==> src/rtl/dec_decode_pkg.sv <==
package dec_decode_pkg;
  localparam int OPC_W = 8;
  localparam logic [OPC_W-1:0] OPC_BYTE_FORM  = 8'hFE;
  localparam logic [OPC_W-1:0] OPC_WIDE_FORM  = 8'hFF;
  localparam logic [4:0]       OPC_SHORT_HIGH = 5'b01001;
  localparam logic [2:0]       DEC_EXT_FIELD  = 3'd1;

  typedef enum logic [1:0] {
    WID8  = 2'd0,
    WID16 = 2'd1,
    WID32 = 2'd2,
    WID64 = 2'd3
  } opWidth_e;

  typedef struct packed {
    logic formByte;
    logic formWide;
    logic formShort;
    logic memDest;
  } formStrobe_t;
endpackage

==> src/rtl/dec_ctrl.sv <==
module dec_ctrl
  import dec_decode_pkg::*;
(
  input  logic             longMode,
  input  logic             lockPrefix,
  input  logic [OPC_W-1:0] opcodeByte,
  input  logic [7:0]       modrmByte,
  output formStrobe_t      strobe,
  output logic             udFault
);
  logic [1:0] modField;
  logic [2:0] extField;
  logic       anyForm;

  assign modField = modrmByte[7:6];
  assign extField = modrmByte[5:3];

  always_comb begin
    strobe           = '0;
    strobe.formByte  = (opcodeByte == OPC_BYTE_FORM) && (extField == DEC_EXT_FIELD);
    strobe.formWide  = (opcodeByte == OPC_WIDE_FORM) && (extField == DEC_EXT_FIELD);
    strobe.formShort = !longMode && (opcodeByte[OPC_W-1:3] == OPC_SHORT_HIGH);
    strobe.memDest   = (strobe.formByte || strobe.formWide) && (modField != 2'b11);
  end

  assign anyForm = strobe.formByte | strobe.formWide | strobe.formShort;
  assign udFault = anyForm && lockPrefix && !strobe.memDest;
endmodule

==> src/rtl/dec_dpath.sv <==
module dec_dpath
  import dec_decode_pkg::*;
#(
  parameter int REG_W = 4
) (
  input  formStrobe_t      strobe,
  input  logic             longMode,
  input  logic             rexPresent,
  input  logic             rexWide,
  input  logic             rexRmExt,
  input  logic             sizeOverride,
  input  logic [OPC_W-1:0] opcodeByte,
  input  logic [7:0]       modrmByte,
  output logic [1:0]       opWidth,
  output logic [REG_W-1:0] regNum,
  output logic             highByteReg
);
  localparam int FIELD_W = 3;
  localparam int PAD_W   = REG_W - FIELD_W;

  logic     rexActive;
  logic     regDest;
  opWidth_e widthSel;

  assign rexActive = longMode && rexPresent;
  assign regDest   = (strobe.formByte || strobe.formWide || strobe.formShort) && !strobe.memDest;

  always_comb begin
    widthSel = WID8;
    if (strobe.formWide && rexActive && rexWide) widthSel = WID64;
    else if (strobe.formWide || strobe.formShort) widthSel = sizeOverride ? WID16 : WID32;
  end
  assign opWidth = widthSel;

  always_comb begin
    regNum = '0;
    if (regDest) begin
      if (strobe.formShort) regNum = {{PAD_W{1'b0}}, opcodeByte[FIELD_W-1:0]};
      else regNum = {{(PAD_W-1){1'b0}}, rexActive && rexRmExt, modrmByte[FIELD_W-1:0]};
    end
  end

  assign highByteReg = strobe.formByte && regDest && !rexActive && modrmByte[2];

  always_comb begin
    a_r5_one_form: assert ($onehot0({strobe.formByte, strobe.formWide, strobe.formShort}));
    a_r6_mem_needs_long: assert (!strobe.memDest || strobe.formByte || strobe.formWide);
  end
endmodule

==> src/rtl/dec_op_decoder.sv <==
module dec_op_decoder
  import dec_decode_pkg::*;
#(
  parameter int REG_W = 4
) (
  input  logic             longMode,
  input  logic             rexPresent,
  input  logic             rexWide,
  input  logic             rexRmExt,
  input  logic             sizeOverride,
  input  logic             lockPrefix,
  input  logic [7:0]       opcodeByte,
  input  logic [7:0]       modrmByte,
  output logic             decValid,
  output logic [1:0]       opWidth,
  output logic             memOperand,
  output logic [REG_W-1:0] regNum,
  output logic             highByteReg,
  output logic             udFault
);
  formStrobe_t strobe;

  dec_ctrl u_ctrl (
    .longMode   (longMode),
    .lockPrefix (lockPrefix),
    .opcodeByte (opcodeByte),
    .modrmByte  (modrmByte),
    .strobe     (strobe),
    .udFault    (udFault)
  );

  dec_dpath #(.REG_W(REG_W)) u_dpath (
    .strobe       (strobe),
    .longMode     (longMode),
    .rexPresent   (rexPresent),
    .rexWide      (rexWide),
    .rexRmExt     (rexRmExt),
    .sizeOverride (sizeOverride),
    .opcodeByte   (opcodeByte),
    .modrmByte    (modrmByte),
    .opWidth      (opWidth),
    .regNum       (regNum),
    .highByteReg  (highByteReg)
  );

  assign decValid   = strobe.formByte | strobe.formWide | strobe.formShort;
  assign memOperand = strobe.memDest;

  always_comb begin
    a_r4_no_short_in_long: assert (!(decValid && longMode && opcodeByte[7:3] == 5'b01001));
    a_r9_fault_on_reg_only: assert (!udFault || (decValid && !memOperand && lockPrefix));
    a_r2_wide64_needs_rex: assert (opWidth != 2'd3 || (longMode && rexPresent && rexWide));
    a_r8_high_no_rex: assert (!highByteReg || (opWidth == 2'd0 && !(longMode && rexPresent)));
    a_r6_mem_no_reg: assert (!memOperand || regNum == '0);
  end
endmodule

==> config.mk <==
export PLATFORM = sky130hd
export DESIGN_NAME = dec_op_decoder
export DESIGN_NICKNAME = d
export VERILOG_FILES = /design/src/rtl/dec_decode_pkg.sv /design/src/rtl/dec_ctrl.sv /design/src/rtl/dec_dpath.sv /design/src/rtl/dec_op_decoder.sv
export SDC_FILE = /design/constraint.sdc
export NUM_CORES = 1
export LEC_CHECK = 0
export BUFFER_PORTS_ARGS = -buffer_cell sky130_fd_sc_hd__buf_4
export CAP_MARGIN = 20
export CORE_AREA = 10 10 47 49
export DETAILED_ROUTE_END_ITERATION = 10
export DIE_AREA = 0 0 57 59
export GPL_ROUTABILITY_DRIVEN = 0
export PLACE_DENSITY = 0.55
export SLEW_MARGIN = 30
export SYNTH_ARGS = -nofsm -noshare
export SYNTH_HDL_FRONTEND = slang
export SYNTH_SLANG_ARGS = --single-unit
==> constraint.sdc <==
create_clock -name vclk -period 1.2
set_input_delay 0.18 -clock vclk [all_inputs]
set_output_delay 0.18 -clock vclk [all_outputs]
set_load 0.01 [all_outputs]
==> flow_summary.toml <==
[outcome]
outcome = "finished, violations left"
violations = "negative setup slack"

[timing]
drv_slew = 0
min_period_ns = 1.46
rsz0062_at_grt = "true"
worstMarginPinSlew_ns = 0.357
fmax_mhz = 685
fin_ws_ns = -0.260
post-route-period-util = 1.22
relSlewSlack = 0.760
finalSetupTns_ns = -2.05
setup_viol = 10
hold_viol_final = 0

[yosys]
yosysSeqAreaShare = 0
synth-simple-area-share = 0.720
syn_inst = 24
synth-adder-area-share = 0
synth_top_family_by_area = "simple AND/OR/NAND/NOR gates"
syn_nets = 46
synth_area_leaders = "a22o_1 14%, nor4_4 11%, nand2_1 8.0%, nand4bb_1 6.0%, nor2_4 6.0%"
synth_top_area_cell = "a22o_1"
syn_area_per_cell_um2 = 7.82
synth_warnings = 0
synth.distinct_cells = 18
synth_xor_xnor_area_share = 0
netlist.area_leader.share = 0.140
synthMuxAreaShare = 0
synth_area_um2 = 188
synth_compound_area_frac = 0.280

[global_route]
grt_use_total = 0.0566
antenna_found_initial = 0
grt_max_degree = 7
grt_pass1_vias = 360
overflow = 0
grt_first_pass_wirelength_um = 1640

[die]
start_util = 0.134
die-area_mm2 = 0.00336
die_h_um = 59
num_rows = 14
core_mm2 = 0.00140
num_io_pins = 32
die_x_um = 57

[cells_and_area]
final_cell_mix = "28 x buf_4, 8 x buf_6, 4 x nand2_1"
layout_commonest_cell = "buf_4"
final_cell_area_um2 = 537
clockBufferCount = 0
ff_latch_area_um2 = 0
antenna_cells = 0
drive_gt1_frac = 0.717
nFlopsAndLatches = 0
syn_to_final_growth_pct = 186
nets = 84

[setup_path]
crit_type = "input port to output pin"
worst_setup_path_start_kind = "input port"
cp-end-kind = "output pin"
worstPathRequired_ns = 1.02
cp.arrival_ns = 1.28
critPathMaxFanout = 6

[drt]
wl_um = 1120
drc = 0
antenna_left = 0
drtIter0Drc = 1
via_per_inst = 4.50
wire_per_inst_um = 14.8
num_vias = 342
drtPass1Iterations = 2

[clock_network]
cts_setup_buffers = 0

[pwr]
p_total_mw = 0.103
max-vdd-ir-drop_v = 0.0000756
power.density_mw_per_mm2 = 192
p_leak_nw = 0.262

[place]
numPortBuffers = 32
pre_cts_slack_ns = -0.263
placed_area_um2 = 478

[job]
maxCapViolCount = 0

[hold_path]
whs_path_depth = 3
min_from = "lockPrefix"
hold_path.class = "input port to output pin"
min_to = "udFault"
-- worst max-delay path, cell delays in order --
cell and delay, ns:
buf_6 0.10, or4_4 0.55, nor2_4 0.16, a22o_1 0.18
buf_6 0.10
-- synthesized netlist by cell type --
| cell | count |
|---|---|
| nand2_1 | 4 |
| a22o_1 | 3 |
| nor3_1 | 2 |
| a31o_1 | 1 |
| a32o_1 | 1 |
| and2_1 | 1 |
| and4_1 | 1 |
| and4b_1 | 1 |
| nand2b_1 | 1 |
| nand3_1 | 1 |
| nand4_1 | 1 |
| nand4bb_1 | 1 |
| nor2_4 | 1 |
| nor4_1 | 1 |
| nor4_4 | 1 |
| o21a_1 | 1 |
| or2_1 | 1 |
| or4_4 | 1 |
-- worst max path at each step --
stage / from / endpoint / slack [ns] / depth (start not counted)
2_1_floorplan: opcodeByte[7] / regNum[0] / -0.02 / 3
3_3_place_gp: opcodeByte[7] / regNum[0] / -0.26 / 5
3_5_place_dp: opcodeByte[7] / regNum[1] / -0.26 / 5
4_1_cts: opcodeByte[7] / regNum[1] / -0.25 / 5
5_1_grt: opcodeByte[7] / regNum[0] / -0.29 / 5
6_report: opcodeByte[7] / regNum[1] / -0.26 / 5
-- layout make-up --
type / instances / area [um2]
fillers: 158 / 865
repair buffers: 36 / 300
multi-input cells: 24 / 216
well taps: 16 / 20.0
-- power breakdown --
| part | switching [mW] | internal, mW |
|---|---|---|
| logic | 0.0359 | 0.0670 |
| registers | 0 | 0 |
| clock network | 0 | 0 |
| total | 0.0359 | 0.0670 |
-- per-stage QoR --
stage	hold WS, ns	util	instances
6_report	0.656	0.383	76
4_1_cts	0.654	0.357	76
5_1_grt	0.674	0.383	76
3_3_place_gp	0.659	0.341	76
3_5_place_dp	0.649	0.341	76
2_1_floorplan	0.472	-	24
-- routing by layer --
layer	vias up	track usage	share of wire
met4	0	0	0
met2	15	0.0992	0.53
met3	0	0.0258	0.11
met1	154	0.0652	0.36
met5	-	0	0
li1	173	-	-
-- logic make-up (layout without fill, tap and decap cells) --
family          after synthesis  count (layout)
compound gates                6               6
simple gates                 18              18
buf+inv                       0              36
-- repair_timing --
item | in CTS | in global routing
gates cloned | 0 | 0
endpoints found under the setup margin | 10 | 10
gates resized for setup | 6 | 7
hold buffers | 0 | 0
pin swaps | 2 | 7
Power figures use the tool's default switching activity.
